File: src/rtl/dlane_pkg.sv
package dlane_pkg;

  typedef enum logic [2:0] {
    LINE_STOP   = 3'd0,
    LINE_LP01   = 3'd1,
    LINE_LP00   = 3'd2,
    LINE_HS0    = 3'd3,
    LINE_HS1    = 3'd4,
    LINE_HSDATA = 3'd5
  } lineState_e;

  typedef enum logic [2:0] {
    S_IDLE,
    S_LPX,
    S_PREP,
    S_ZERO,
    S_SYNC,
    S_DATA,
    S_TRAIL,
    S_EXIT
  } seqState_e;

  // strobes from sequencing control to the bit shifter
  typedef struct packed {
    logic loadSync;
    logic shiftEn;
    logic takeByte;
  } dpCtl_t;

endpackage

File: src/rtl/dlane_shift.sv
module dlane_shift
  import dlane_pkg::*;
#(
  parameter int BYTE_W = 8,
  parameter logic [BYTE_W-1:0] SYNC_PATTERN = 8'b00011101
) (
  input  logic              clk,
  input  logic              rstN,
  input  dpCtl_t            ctl,
  input  logic [BYTE_W-1:0] inData,
  input  logic              inLast,
  output logic              hsBit,
  output logic              lastBit,
  output logic              byteStart,
  output logic              byteEnd,
  output logic              lastFlag
);

  localparam int CNT_W = (BYTE_W > 2) ? $clog2(BYTE_W) : 1;
  localparam logic [CNT_W-1:0] CNT_TOP = CNT_W'(BYTE_W - 1);

  logic [BYTE_W-1:0] shReg;
  logic [CNT_W-1:0]  bitCnt;
  logic [CNT_W-1:0]  bitCntInc;

  always_comb begin
    bitCntInc = (bitCnt == CNT_TOP) ? '0 : bitCnt + 1'b1;
    byteStart = (bitCnt == '0);
    byteEnd   = (bitCnt == CNT_TOP);
    hsBit     = ctl.takeByte ? inData[0] : shReg[0];
  end

  always_ff @(posedge clk) begin
    if (!rstN) begin
      shReg    <= '0;
      bitCnt   <= '0;
      lastBit  <= 1'b0;
      lastFlag <= 1'b0;
    end else if (ctl.loadSync) begin
      shReg    <= SYNC_PATTERN;
      bitCnt   <= '0;
      lastFlag <= 1'b0;
    end else if (ctl.takeByte) begin
      shReg    <= {1'b0, inData[BYTE_W-1:1]};
      bitCnt   <= bitCntInc;
      lastBit  <= inData[0];
      lastFlag <= inLast;
    end else if (ctl.shiftEn) begin
      shReg    <= {1'b0, shReg[BYTE_W-1:1]};
      bitCnt   <= bitCntInc;
      lastBit  <= shReg[0];
    end
  end

  // a full byte of shifting always lands back on the first bit slot
  assert_byte_wrap_R6 : assert property (@(posedge clk) disable iff (!rstN)
    ((ctl.shiftEn || ctl.takeByte) && byteEnd) |=> byteStart);

endmodule

File: src/rtl/dlane_ctrl.sv
module dlane_ctrl
  import dlane_pkg::*;
#(
  parameter int DUR_W = 8
) (
  input  logic             clk,
  input  logic             rstN,
  input  logic             burstReq,
  input  logic             inValid,
  input  logic             byteStart,
  input  logic             byteEnd,
  input  logic             lastFlag,
  input  logic             hsBit,
  input  logic             lastBit,
  input  logic [DUR_W-1:0] durLpx,
  input  logic [DUR_W-1:0] durPrepare,
  input  logic [DUR_W-1:0] durZero,
  input  logic [DUR_W-1:0] durPrepZeroMin,
  input  logic [DUR_W-1:0] durTrail,
  input  logic [DUR_W-1:0] durExit,
  output dpCtl_t           ctl,
  output logic             inReady,
  output lineState_e       lineState,
  output logic             serBit
);

  localparam int LIM_W = DUR_W + 1;

  function automatic logic [LIM_W-1:0] atLeastOne(input logic [DUR_W-1:0] d);
    return (d == '0) ? LIM_W'(1) : LIM_W'(d);
  endfunction

  seqState_e        st, stNext;
  logic [LIM_W-1:0] cnt, curLim, prepLen, zeroNeed, zeroLen;
  logic             timerDone, timed, underrun, pendReq;

  // zero hold is stretched until bridge plus zero meets the combined minimum
  always_comb begin
    prepLen  = atLeastOne(durPrepare);
    zeroNeed = (LIM_W'(durPrepZeroMin) > prepLen) ? LIM_W'(durPrepZeroMin) - prepLen : '0;
    zeroLen  = (zeroNeed > atLeastOne(durZero)) ? zeroNeed : atLeastOne(durZero);
    unique case (st)
      S_LPX:   curLim = atLeastOne(durLpx);
      S_PREP:  curLim = prepLen;
      S_ZERO:  curLim = zeroLen;
      S_TRAIL: curLim = atLeastOne(durTrail);
      S_EXIT:  curLim = atLeastOne(durExit);
      default: curLim = LIM_W'(1);
    endcase
    timed     = (st == S_LPX) || (st == S_PREP) || (st == S_ZERO) ||
                (st == S_TRAIL) || (st == S_EXIT);
    timerDone = (cnt + LIM_W'(1)) >= curLim;
  end

  always_comb begin
    inReady      = (st == S_DATA) && byteStart;
    underrun     = inReady && !inValid;
    ctl.loadSync = (st == S_ZERO) && timerDone;
    ctl.takeByte = inReady && inValid;
    ctl.shiftEn  = (st == S_SYNC) || ((st == S_DATA) && !byteStart);
  end

  always_comb begin
    stNext = st;
    unique case (st)
      S_IDLE:  if (burstReq || pendReq) stNext = S_LPX;
      S_LPX:   if (timerDone) stNext = S_PREP;
      S_PREP:  if (timerDone) stNext = S_ZERO;
      S_ZERO:  if (timerDone) stNext = S_SYNC;
      S_SYNC:  if (byteEnd) stNext = S_DATA;
      S_DATA:  if (underrun || (byteEnd && lastFlag)) stNext = S_TRAIL;
      S_TRAIL: if (timerDone) stNext = S_EXIT;
      S_EXIT:  if (timerDone) stNext = S_IDLE;
      default: stNext = S_IDLE;
    endcase
  end

  always_ff @(posedge clk) begin
    if (!rstN) begin
      st      <= S_IDLE;
      cnt     <= '0;
      pendReq <= 1'b0;
    end else begin
      st      <= stNext;
      cnt     <= (stNext != st || !timed) ? '0 : cnt + LIM_W'(1);
      pendReq <= (st == S_EXIT) ? (pendReq | burstReq) : 1'b0;
    end
  end

  always_comb begin
    lineState = LINE_STOP;
    serBit    = 1'b0;
    unique case (st)
      S_LPX:  lineState = LINE_LP01;
      S_PREP: lineState = LINE_LP00;
      S_ZERO: lineState = LINE_HS0;
      S_SYNC: begin
        lineState = LINE_HSDATA;
        serBit    = hsBit;
      end
      S_DATA: begin
        if (underrun) begin
          lineState = lastBit ? LINE_HS0 : LINE_HS1;
          serBit    = ~lastBit;
        end else begin
          lineState = LINE_HSDATA;
          serBit    = hsBit;
        end
      end
      S_TRAIL: begin
        lineState = lastBit ? LINE_HS0 : LINE_HS1;
        serBit    = ~lastBit;
      end
      default: ;
    endcase
  end

  assert_lpx_from_idle_R2 : assert property (@(posedge clk) disable iff (!rstN)
    (st == S_LPX && $past(st) != S_LPX) |-> ($past(st) == S_IDLE));

  assert_prep_after_lpx_R3 : assert property (@(posedge clk) disable iff (!rstN)
    (st == S_PREP && $past(st) != S_PREP) |-> ($past(st) == S_LPX));

  assert_data_after_sync_R5 : assert property (@(posedge clk) disable iff (!rstN)
    (st == S_DATA && $past(st) == S_SYNC) |-> byteStart);

  assert_trail_after_payload_R7 : assert property (@(posedge clk) disable iff (!rstN)
    (st == S_TRAIL && $past(st) != S_TRAIL) |-> ($past(st) == S_DATA));

  assert_exit_after_trail_R9 : assert property (@(posedge clk) disable iff (!rstN)
    (st == S_EXIT && $past(st) != S_EXIT) |-> ($past(st) == S_TRAIL));

endmodule

File: src/rtl/dlane_burst_seq.sv
module dlane_burst_seq
  import dlane_pkg::*;
#(
  parameter int DUR_W  = 8,
  parameter int BYTE_W = 8,
  parameter logic [BYTE_W-1:0] SYNC_PATTERN = 8'b00011101
) (
  input  logic              clk,
  input  logic              rstN,
  input  logic              burstReq,
  input  logic [BYTE_W-1:0] inData,
  input  logic              inValid,
  input  logic              inLast,
  output logic              inReady,
  input  logic [DUR_W-1:0]  durLpx,
  input  logic [DUR_W-1:0]  durPrepare,
  input  logic [DUR_W-1:0]  durZero,
  input  logic [DUR_W-1:0]  durPrepZeroMin,
  input  logic [DUR_W-1:0]  durTrail,
  input  logic [DUR_W-1:0]  durExit,
  output logic [2:0]        lineState,
  output logic              serBit
);

  dpCtl_t     ctl;
  lineState_e lineEnc;
  logic       hsBit, lastBit, byteStart, byteEnd, lastFlag;

  dlane_ctrl #(.DUR_W(DUR_W)) uCtrl (
    .clk(clk), .rstN(rstN), .burstReq(burstReq), .inValid(inValid),
    .byteStart(byteStart), .byteEnd(byteEnd), .lastFlag(lastFlag),
    .hsBit(hsBit), .lastBit(lastBit),
    .durLpx(durLpx), .durPrepare(durPrepare), .durZero(durZero),
    .durPrepZeroMin(durPrepZeroMin), .durTrail(durTrail), .durExit(durExit),
    .ctl(ctl), .inReady(inReady), .lineState(lineEnc), .serBit(serBit)
  );

  dlane_shift #(.BYTE_W(BYTE_W), .SYNC_PATTERN(SYNC_PATTERN)) uShift (
    .clk(clk), .rstN(rstN), .ctl(ctl), .inData(inData), .inLast(inLast),
    .hsBit(hsBit), .lastBit(lastBit), .byteStart(byteStart),
    .byteEnd(byteEnd), .lastFlag(lastFlag)
  );

  assign lineState = lineEnc;

endmodule

File: config.mk
export PLATFORM = sky130hd
export DESIGN_NAME = dlane_burst_seq
export DESIGN_NICKNAME = d
export VERILOG_FILES = /design/src/rtl/dlane_pkg.sv /design/src/rtl/dlane_shift.sv /design/src/rtl/dlane_ctrl.sv /design/src/rtl/dlane_burst_seq.sv
export SDC_FILE = /design/constraint.sdc
export NUM_CORES = 1
export LEC_CHECK = 0
export ABC_AREA = 1
export BUFFER_PORTS_ARGS = -buffer_cell sky130_fd_sc_hd__buf_2
export CORE_MARGIN = 10
export CORE_UTILIZATION = 40
export CTS_CLUSTER_SIZE = 10
export DETAILED_ROUTE_END_ITERATION = 6
export SETUP_SLACK_MARGIN = 0.2
export SYNTH_ARGS = -nofsm -noshare
export SYNTH_HDL_FRONTEND = slang
export SYNTH_SLANG_ARGS = --single-unit
File: constraint.sdc
create_clock -name clk -period 5.8 [get_ports clk]
set_clock_uncertainty 0.1 [all_clocks]
set_input_delay 0.87 -clock clk [delete_from_list [all_inputs] [get_ports clk]]
set_output_delay 0.87 -clock clk [all_outputs]
set_load 0.01 [all_outputs]
# After elaboration in Yosys (flattened, before gate mapping)
# Index checks and enable logic that the tools add are counted.
# Widths: inputs -> output; s select.
dict set report op_classes {
  eq_ne 9
  magnitude_cmp 3
  n_addsub 3
  n_mux 31
  bitwise_logic 4
  reduce_logical 30
}
# op n
set op_table {}
lappend op_table {{$pmux 9 s5} 1}
lappend op_table {{$logic_not 8->1} 5}
lappend op_table {{$mux 8} 5}
lappend op_table {{$mux 3} 13}
lappend op_table {{$pmux 3 s8} 1}
lappend op_table {{$mux 9} 2}
lappend op_table {{$pmux 3 s6} 1}
lappend op_table {{$eq 3x3->1 const B} 5}
lappend op_table {{$mux 7} 2}
lappend op_table {{$add 9x1->9 const B} 1}
lappend op_table {{$ge 9x9->1} 1}
lappend op_table {{$gt 8x9->1} 1}
lappend op_table {{$gt 9x9->1} 1}
lappend op_table {{$sub 8x9->9} 1}
lappend op_table {{$logic_or 1x1->1} 8}
lappend op_table {{$eq 3x2->1 const B} 2}
lappend op_table {{$logic_and 1x1->1} 6}
lappend op_table {{$logic_not 3->1} 2}
lappend op_table {{$mux 5} 1}
lappend op_table {{$mux 1} 4}
lappend op_table {{$reduce_and 2->1} 2}
lappend op_table {{$reduce_or 2->1} 2}
lappend op_table {{$add 3x1->3 const B} 1}
lappend op_table {{$eq 3x1->1 const B} 1}
lappend op_table {{other kinds (7)} 11}
dict set report totals {
  wordCells 88
  regBits 25
  inputBits 61
  output_inout_bits 5
}

# Depth between registers and ports, before layout
# Gate-level depths: netlist of run 1.
dict set report depth {
  word_depth 13
  ltp_mapped 38
  depth_no_buf 38
}

# Hierarchy
# A second synthesis of run 1 with hierarchy kept.
dict set report unflattened {
  hier_cells 448
  hier_area_um2 2718.9
}
# module cells_each area_per_inst_um2 instances seq_area_each_um2
set modules_own_cells {}
lappend modules_own_cells {dlane_ctrl 354 2112.0 1 260.2}
lappend modules_own_cells {dlane_shift 94 606.8 1 240.2}

# Worst setup path before layout of run 1
# No wires, ideal clock.
dict set report synth_timing {
  kind {input-to-reg}
  start {input port durPrepare[1]}
  end {register uCtrl.cnt[6]}
  stages 37
  required_time_ps 5581
  arrival_time_ps 4805
  setup_slack_ps 777
  path_cell_list {inv_1 > nand3_1 > nor3_1 > a31o_2 > ha_1 > inv_1 > fa_1 > nand3_1 > nand3_1 > xnor2_1 > inv_1 > nand2_1 > inv_1 > ha_1 > a21oi_1 > o21ai_0 > o21bai_1 > nand2_1 > nand2_1 > nand2_4 > nand2_1 > nand3_1 > nand2_1 > inv_1 > ha_1 > nand2_1 > inv_1 > nand2_1 > nand2_1 > nor2_1 > nand2_1 > a21oi_2 > nand3_1 > nand2_1 > inv_2 > nand2_4 > nor2_2}
}
dict set report synth_via {
  elab_chain_cells 13
  elab_cells_between_ends 18
  classes_between {add/sub (1); order compare (3); eq/ne (1); mux (10); reduce/logical (3)}
}
# element line_no
set synth_rtl {}
lappend synth_rtl {{from (decl)} dlane_burst_seq.sv:16} ;# input logic [DUR_W-1:0] durPrepare,
lappend synth_rtl {{$logic_not 8->1} dlane_ctrl.sv:30} ;# return (d == '0) ? LIM_W'(1) : LIM_W'(d);
lappend synth_rtl {{$mux 8 *} dlane_ctrl.sv:30}
lappend synth_rtl {{$sub 8x9->9 or $gt 8x9->1 (tied branches)} dlane_ctrl.sv:40} ;# zeroNeed = (LIM_W'(durPrepZeroMin) > prepLen) ? LIM_W'(durPrepZeroMin) - prepLen : '0;
lappend synth_rtl {{$mux 9} dlane_ctrl.sv:40}
lappend synth_rtl {{$gt 9x9->1} dlane_ctrl.sv:41} ;# zeroLen = (zeroNeed > atLeastOne(durZero)) ? zeroNeed : atLeastOne(durZero);
lappend synth_rtl {{$mux 9} dlane_ctrl.sv:41}
lappend synth_rtl {{$pmux 9 s5 *} dlane_ctrl.sv:42} ;# unique case (st)
lappend synth_rtl {{$ge 9x9->1 *} dlane_ctrl.sv:52} ;# timerDone = (cnt + LIM_W'(1)) >= curLim;
lappend synth_rtl {{$mux 3 (on tied branches)} --}
lappend synth_rtl {{$pmux 3 s8 *} dlane_ctrl.sv:65} ;# unique case (st)
lappend synth_rtl {{$ne 3x3->1 *} dlane_ctrl.sv:85} ;# cnt <= (stNext != st || !timed) ? '0 : cnt + LIM_W'(1);
lappend synth_rtl {{$logic_or 1x1->1 *} dlane_ctrl.sv:85}
lappend synth_rtl {{$reduce_or 2->1 (no source line) *} --}
lappend synth_rtl {{to (signal assigned)} dlane_ctrl.sv:85}
lappend synth_rtl {{to (decl)} dlane_ctrl.sv:34} ;# logic [LIM_W-1:0] cnt, curLim, prepLen, zeroNeed, zeroLen;
# Every way passes the cells marked *; elsewhere a longest branch is shown, timed or not.
# A chain may end at the register's enable or synchronous reset.

# Worst setup path after layout of run 1
dict set report layout_timing {
  start {input port durPrepare[5]}
  end {register uCtrl.cnt[4]}
}
# The elaborated chain is that of the path after synthesis.

==> results.sh, run 1 <==
export IMPL_status="finished, final reports clean"
export IMPL_die_w_um=103
export IMPL_cap_viol_max_count=0
export IMPL_rsz0062_at_grt="false"
export IMPL_fin_tns_setup_ns=0
export IMPL_layout_drive_gt1_share_pct=24.0
export IMPL_firstDrtPassIters=5
export IMPL_yosysWarnings=0
export IMPL_areaGrowthSynthToFinish_pct=18.8
export IMPL_clockPowerShare_pct=12.1
export IMPL_postRouteWirelength_mm=8.35
export IMPL_fmax_mhz=193
export IMPL_finalNonFillerCells=579
export IMPL_max_slew_margin_pct=68.8
export IMPL_r2r_end="uCtrl.cnt[4]$_SDFF_PP0_"
export IMPL_antenna_found_initial=0
export IMPL_gr_usage_all_layers_pct=15.8
export IMPL_period_minus_slack_ns=5.19
export IMPL_gr_total_overflow=0
export IMPL_crit_required_ns=5.87
export IMPL_max_stage_delay_ns=0.42
export IMPL_p_per_area_nw_per_um2=270
export IMPL_clock_latency_ns=0.28
export IMPL_synth_fp_nets=520
export IMPL_comb_power_share_pct=62.9
export IMPL_num_nets_final=591
export IMPL_n_antenna_cell=0
export IMPL_syn_area_per_cell_sq_um=6.40
export IMPL_tightest_slew_ns=0.463
export IMPL_seq_area_sq_um=500
export IMPL_hold_start="uShift.lastFlag$_SDFFE_PP0P_"
export IMPL_cts_max_level=1
export IMPL_p_switching_mw=0.440
export IMPL_place_congestion=0.891
export IMPL_antenna_left=0
export IMPL_first_iter_violations=178
export IMPL_synthCells=429
export IMPL_startpoint_type="input pin"
export IMPL_clock_sinks=25
export IMPL_via_per_inst=5.17
export IMPL_design_die_area_sq_um=10600
export IMPL_cp_slowest_cell="fa_2"
export IMPL_cts_root_buf="clkbuf_8"
export IMPL_cp_startpoint="durPrepare[5]"
export IMPL_grt_pass1_vias=2950
export IMPL_drv_slew=0
export IMPL_synth_area_leaders="dfxtp_1 (18%), nand2_1 (14%), ha_1 (13%), inv_1 (10%), nand3_1 (5.8%)"
export IMPL_vdd_drop_max_mv=0.112
export IMPL_r2r_slack_ns=2.51
export IMPL_cts_buffers=3
export IMPL_clockBufferDepth=2
export IMPL_io_pin_count=66
export IMPL_dpl_hpwl_mm=7.20
export IMPL_r2r_start="uCtrl.st[0]$_SDFF_PN0_"
export IMPL_ys_seq_elements=25
export IMPL_placed_cells=571
export IMPL_leakage_nw=1.70
export IMPL_most_common_layout_cells="nand2_1 (96), inv_1 (73), buf_2 (65)"
export IMPL_cp_end_kind="flip-flop"
export IMPL_p_int_mw=0.439
export IMPL_holdWs_ns=0.370
export IMPL_core_region_area_sq_um=6720
export IMPL_power_frac_seq_pct=25.0
export IMPL_worstRegToRegCells=22
export IMPL_start_util_pct=40.8
export IMPL_vias=2995
export IMPL_critPathCapture="uCtrl.cnt[4]$_SDFF_PP0_"
export IMPL_netlist_cell_type_count=40
export IMPL_crit_type="in -> reg"
export IMPL_multi_input_area_sq_um=1960
export IMPL_path_clk_slew_ns=0.09
export IMPL_core_rowCount=30
export IMPL_setup_viol=0
export IMPL_yosysTopAreaCell="dfxtp_1"
export IMPL_synth_top_area_share_pct=18.2
export IMPL_synthesis_area_sq_um=2740
export IMPL_crit_fanout=9
export IMPL_die_h_um=103
export IMPL_worst_hold_path_type="reg -> reg"
export IMPL_finalInstanceArea_sq_um=3260
export IMPL_numPortBuffers=65
export IMPL_n_fill_cell=739
export IMPL_crit_arrival_ns=5.26
export IMPL_grt_max_degree=14
export IMPL_cts_tree="built"
export IMPL_wl_per_cell_um=14.4
export IMPL_grt_pass1_wl_mm=13.6
export IMPL_layout_commonest_cell="nand2_1"
export IMPL_power_mw=0.879
export IMPL_post_dp_cell_area_sq_um=3140
export IMPL_drcViolationCount=0
export IMPL_period_share_pct=89.5
export IMPL_hold_viol=0
export IMPL_yosysSeqAreaShare_pct=18.2
export IMPL_cts_hold_buf=0
export IMPL_swShare_pct=50.1
## synthesized netlist by cell type, drive strengths merged
cell and n:
o22ai 3, nor2 45, a21oi 25, o21ai 18, nor4 4, dfxtp 25, nand2 107, o31a 1
nand4 11, fa 1, o211ai 1, xnor2 3, a21o 2, nor3 5, inv 81, or2 1
buf 3, a221oi 6, nor3b 1, o21bai 1, nand3b 3, a211oi 3, o2111ai 1, a31oi 6
ha 29, o221ai 1, nand3 36, a31o 1, xor2 5
## worst max-delay path: cells and delay by family
family / cells / cell delay (ns)
fa+ha+maj: 4 / 1.18
simple gates: 21 / 1.80
xor+xnor: 1 / 0.18
buf+inv: 7 / 0.49
compound gates: 5 / 0.71
## metal layers
metal  up-vias  global-route usage, %  part of all wire, %
met5         -                      0                    0
met4         0                   1.71                 0.60
met3         7                   4.02                  6.5
met2        85                   25.2                   44
met1      1350                   21.6                   49
li1       1553                      -                    -
## cells by family after synthesis
group           count (synthesis)  synth area share, %
flops                          25                 18.2
compound gates                 69                 15.3
fa+ha+maj                      30                 14.0
buf+inv                        84                 12.4
xor+xnor                        8                 2.55
simple gates                  213                 37.6
## power groups by stage
stage | Sequential, mW | Combinational, mW | Clock, mW
after floorplan | 0.202 | 0.417 | 0
after global routing | 0.222 | 0.635 | 0.113
after global placement | 0.221 | 0.513 | 0
after CTS | 0.218 | 0.520 | 0.110
after detailed placement | 0.222 | 0.516 | 0
final | 0.219 | 0.553 | 0.107
## metrics by stage
stage,util (%),setup WS (ns)
2_1_floorplan,-,0.777
3_3_place_gp,46.7,0.262
3_5_place_dp,46.7,0.146
4_1_cts,47.4,0.436
5_1_grt,48.5,0.123
6_report,48.5,0.607
## layout make-up
cell class              instances  share of cell area (%)
multi-input cells             321                    60.1
flip-flops and latches         25                    15.3
repair buffers                 68                    10.7
inverters                      81                    9.48
well taps                      80                    3.07
clock buffers                   4                    1.38
## sequential cells by signal, summed over array words and instances (netlist names)
register and flops:
uShift.shReg 7, uCtrl.cnt 9, uCtrl.pendReq 1, uShift.lastBit 1
uCtrl.st 3, uShift.bitCnt 3, uShift.lastFlag 1
## worst min-delay path by stage
stage,end,slack (ns),depth (start not counted)
2_1_floorplan,uShift.shReg[6]$_SDFFE_PP0P_,0.34,2
3_3_place_gp,uShift.lastFlag$_SDFFE_PP0P_,0.35,2
3_5_place_dp,uShift.lastFlag$_SDFFE_PP0P_,0.36,2
4_1_cts,uShift.shReg[6]$_SDFFE_PP0P_,0.37,2
5_1_grt,uShift.shReg[6]$_SDFFE_PP0P_,0.39,2
6_report,uShift.lastFlag$_SDFFE_PP0P_,0.37,2
## what timing repair did
action	in CTS	in global routing
setup buffers	0	3
endpoints found under the setup margin	0	23
resized for setup	0	15
Power figures use the tool's default switching activity.
==> run 2: changes to the inputs <==
Settings changed: SYNTH_HIERARCHICAL set to 1, TNS_END_PERCENT set to 20.
Clock period 5.8 ns to 5.6 ns, I/O delays scaled along.
==> run 2 against run 1 <==
  * Combinational power decreased by 5.1%
  * Critical path type unchanged
  * Largest power group unchanged
  * Core utilization increased by 5.2 points
  * Highest routed layer unchanged
  * Largest cell class unchanged
  * Die area decreased by 0.74%
  * Global-route usage decreased by 1.4 points
==> results.sh, run 2 <==
export IMPL_hold_start="uShift/shReg[1]$_SDFFE_PP0P_"
export IMPL_n_antenna_cell=0
export IMPL_r2r_slack_ns=2.11
export IMPL_power_mw=0.845
export IMPL_firstDrtPassIters=5
export IMPL_yosysMostFrequentCell="nand2_1"
export IMPL_synth_edf_count=0
export IMPL_hold_depth=2
export IMPL_cp_slowest_cell="ha_1"
export IMPL_synth_fp_nets=539
export IMPL_ys_seq_elements=25
export IMPL_grt_max_degree=14
export IMPL_areaGrowthSynthToFinish_pct=27.7
export IMPL_num_nets_final=619
export IMPL_p_per_area_nw_per_um2=243
export IMPL_period_minus_slack_ns=5.28
export IMPL_tightest_slew_ns=0.497
export IMPL_synth_flop_cell="dfxtp_1"
export IMPL_numPortBuffers=65
export IMPL_setup_viol=0
export IMPL_setup_ws_ns=0.323
export IMPL_rsz0062_at_grt="true"
export IMPL_finalInstanceArea_sq_um=3470
export IMPL_synth_top_cells_by_count="nand2_1 (116), nor2_1 (70), inv_1 (69), ha_1 (29), dfxtp_1 (25)"
export IMPL_antenna_found_initial=0
export IMPL_crit_fanout=6
export IMPL_cts_tree="built"
export IMPL_status="finished, final reports clean"
export IMPL_r2r_start="uCtrl/st[0]$_SDFF_PN0_"
export IMPL_seq_area_sq_um=500
export IMPL_yosysWarnings=6
export IMPL_crit_type="in -> reg"
export IMPL_layout_drive_gt1_share_pct=26.4
export IMPL_period_share_pct=94.2
export IMPL_cts_root_buf="clkbuf_8"
export IMPL_top_register="uCtrl/cnt"
export IMPL_synthCells=448
export IMPL_clockBufferDepth=2
export IMPL_clock_sinks=25
export IMPL_cts_buffers=3
export IMPL_cap_viol_max_count=0
export IMPL_synth_area_leaders="dfxtp_1 (18%), nand2_1 (16%), ha_1 (13%), nor2_1 (9.7%), inv_1 (9.5%)"
export IMPL_vdd_drop_max_mv=0.136
export IMPL_hold_viol=0
export IMPL_first_iter_violations=118
export IMPL_largest_reg_flops=9
export IMPL_max_slew_margin_pct=66.7
export IMPL_most_common_layout_cells="nand2_1 (109), buf_2 (62), nor2_1 (62), inv_1 (62), dfxtp_1 (25)"
export IMPL_path_clk_slew_ns=0.08
export IMPL_drcViolationCount=0
export IMPL_synthesis_area_sq_um=2720
export IMPL_grt_pass1_vias=2800
export IMPL_grt_pass1_wl_mm=12.5
export IMPL_die_w_um=102
export IMPL_vias=3048
export IMPL_synth_top_area_share_pct=18.4
export IMPL_synthArstFlopShare_pct=0
export IMPL_antenna_left=0
export IMPL_core_region_area_sq_um=6460
export IMPL_die_h_um=102
export IMPL_yosysSeqAreaShare_pct=18.4
export IMPL_io_pin_count=66
export IMPL_r2r_end="uCtrl/cnt[7]$_SDFF_PP0_"
export IMPL_multi_input_area_sq_um=2100
export IMPL_largest_registers="uCtrl/cnt: 9 flops, uShift/shReg: 7 flops"
export IMPL_yosysTopAreaCell="dfxtp_1"
export IMPL_gr_usage_all_layers_pct=14.4
export IMPL_whs_endpoint="uShift/shReg[1]$_SDFFE_PP0P_"
export IMPL_postRouteWirelength_mm=8.15
export IMPL_core_rowCount=29
export IMPL_cts_hold_buf=0
export IMPL_leakage_nw=1.79
export IMPL_dpl_hpwl_mm=6.47
export IMPL_start_util_pct=42.1
export IMPL_fmax_mhz=190
export IMPL_cts_max_level=1
export IMPL_crit_required_ns=5.71
export IMPL_max_stage_delay_ns=0.33
export IMPL_n_fill_cell=654
export IMPL_gr_total_overflow=0
export IMPL_wl_per_cell_um=13.5
export IMPL_crit_arrival_ns=5.39
export IMPL_place_congestion=0.925
export IMPL_cp_common_cell="nand2_1"
export IMPL_worst_hold_path_type="reg -> reg"
export IMPL_drv_slew=0
export IMPL_syn_area_per_cell_sq_um=6.07
export IMPL_netlist_cell_type_count=41
export IMPL_post_place_ws_ns=-0.0448
export IMPL_startpoint_type="input pin"
export IMPL_cp_end_kind="flip-flop"
export IMPL_clock_latency_ns=0.27
export IMPL_design_die_area_sq_um=10500
export IMPL_post_dp_cell_area_sq_um=3130
export IMPL_via_per_inst=5.05
export IMPL_layout_commonest_cell="nand2_1"
export IMPL_worstRegToRegCells=17
run 2: cell types whose count changed after synthesis, sizes merged, moves of 4 or more:
cell	delta
a21oi	-4
a221oi	-4
inv	-9
nand2	+12
nand3	-12
nand4	-4
nor2	+29
nor3	+4
run 2: kinds of logic (layout without fill, tap and decap cells):
kind of cell	count (synthesis)	after routing	synth area share (%)
simple gates	241	242	38.6
buf+inv	77	155	11.1
compound gates	64	64	14.2
fa+ha+maj	30	30	14.1
flops	25	25	18.4
xor+xnor	11	11	3.54
run 2: power by group:
group | switching [mW] | internal (mW) | total (mW)
clock network | 0.0545 | 0.0509 | 0.105
logic | 0.329 | 0.197 | 0.525
registers | 0.0214 | 0.193 | 0.214
total | 0.405 | 0.440 | 0.845
run 2: repair_timing:
action	in CTS	in global routing
gates resized for setup	0	58
buffers inserted	0	11
setup endpoints to repair	0	24
run 2: area by class of cell:
class	instances	area share, %
tap	77	2.78
inverter	73	8.11
timing repair buffer	78	12.8
sequential	25	14.4
multi-input combinational	347	60.6
clock buffer	4	1.30
run 2: critical path, delay by kind of cell:
kind                     cells  cell delay (ns)
AND/OR/NAND/NOR             27             2.61
adder cells (fa/ha/maj)      4             0.99
AO/OA/AOI/OAI                3             0.51
buffers and inverters        6             0.42
run 2: how the worst max path moves through the flow:
stage	start	to
after CTS	durPrepare[5]	uCtrl/cnt[5]$_SDFF_PP0_
after global routing	durPrepare[3]	uCtrl/cnt[1]$_SDFF_PP0_
after global placement	durPrepare[5]	uCtrl/cnt[5]$_SDFF_PP0_
after detailed placement	durPrepare[5]	uCtrl/cnt[5]$_SDFF_PP0_
after floorplan	durPrepare[5]	uCtrl/cnt[3]$_SDFF_PP0_
final	durPrepare[3]	uCtrl/cnt[7]$_SDFF_PP0_
run 2: through the flow:
stage	hold slack [ns]	setup TNS, ns	cells	utilization (%)
2_1_floorplan	0.333	0	448	-
3_3_place_gp	0.350	0	588	48.4
3_5_place_dp	0.358	-0.458	588	48.4
4_1_cts	0.371	0	592	49.1
5_1_grt	0.396	-0.0932	604	53.7
6_report	0.369	0	604	53.7
run 2: metal layers:
metal	part of all wire, %	up-vias	global-route usage (%)
li1	-	1613	-
met1	49	1343	20.3
met2	44	82	22.0
met3	6.0	10	3.64
met4	0.95	0	1.63
met5	0	-	0
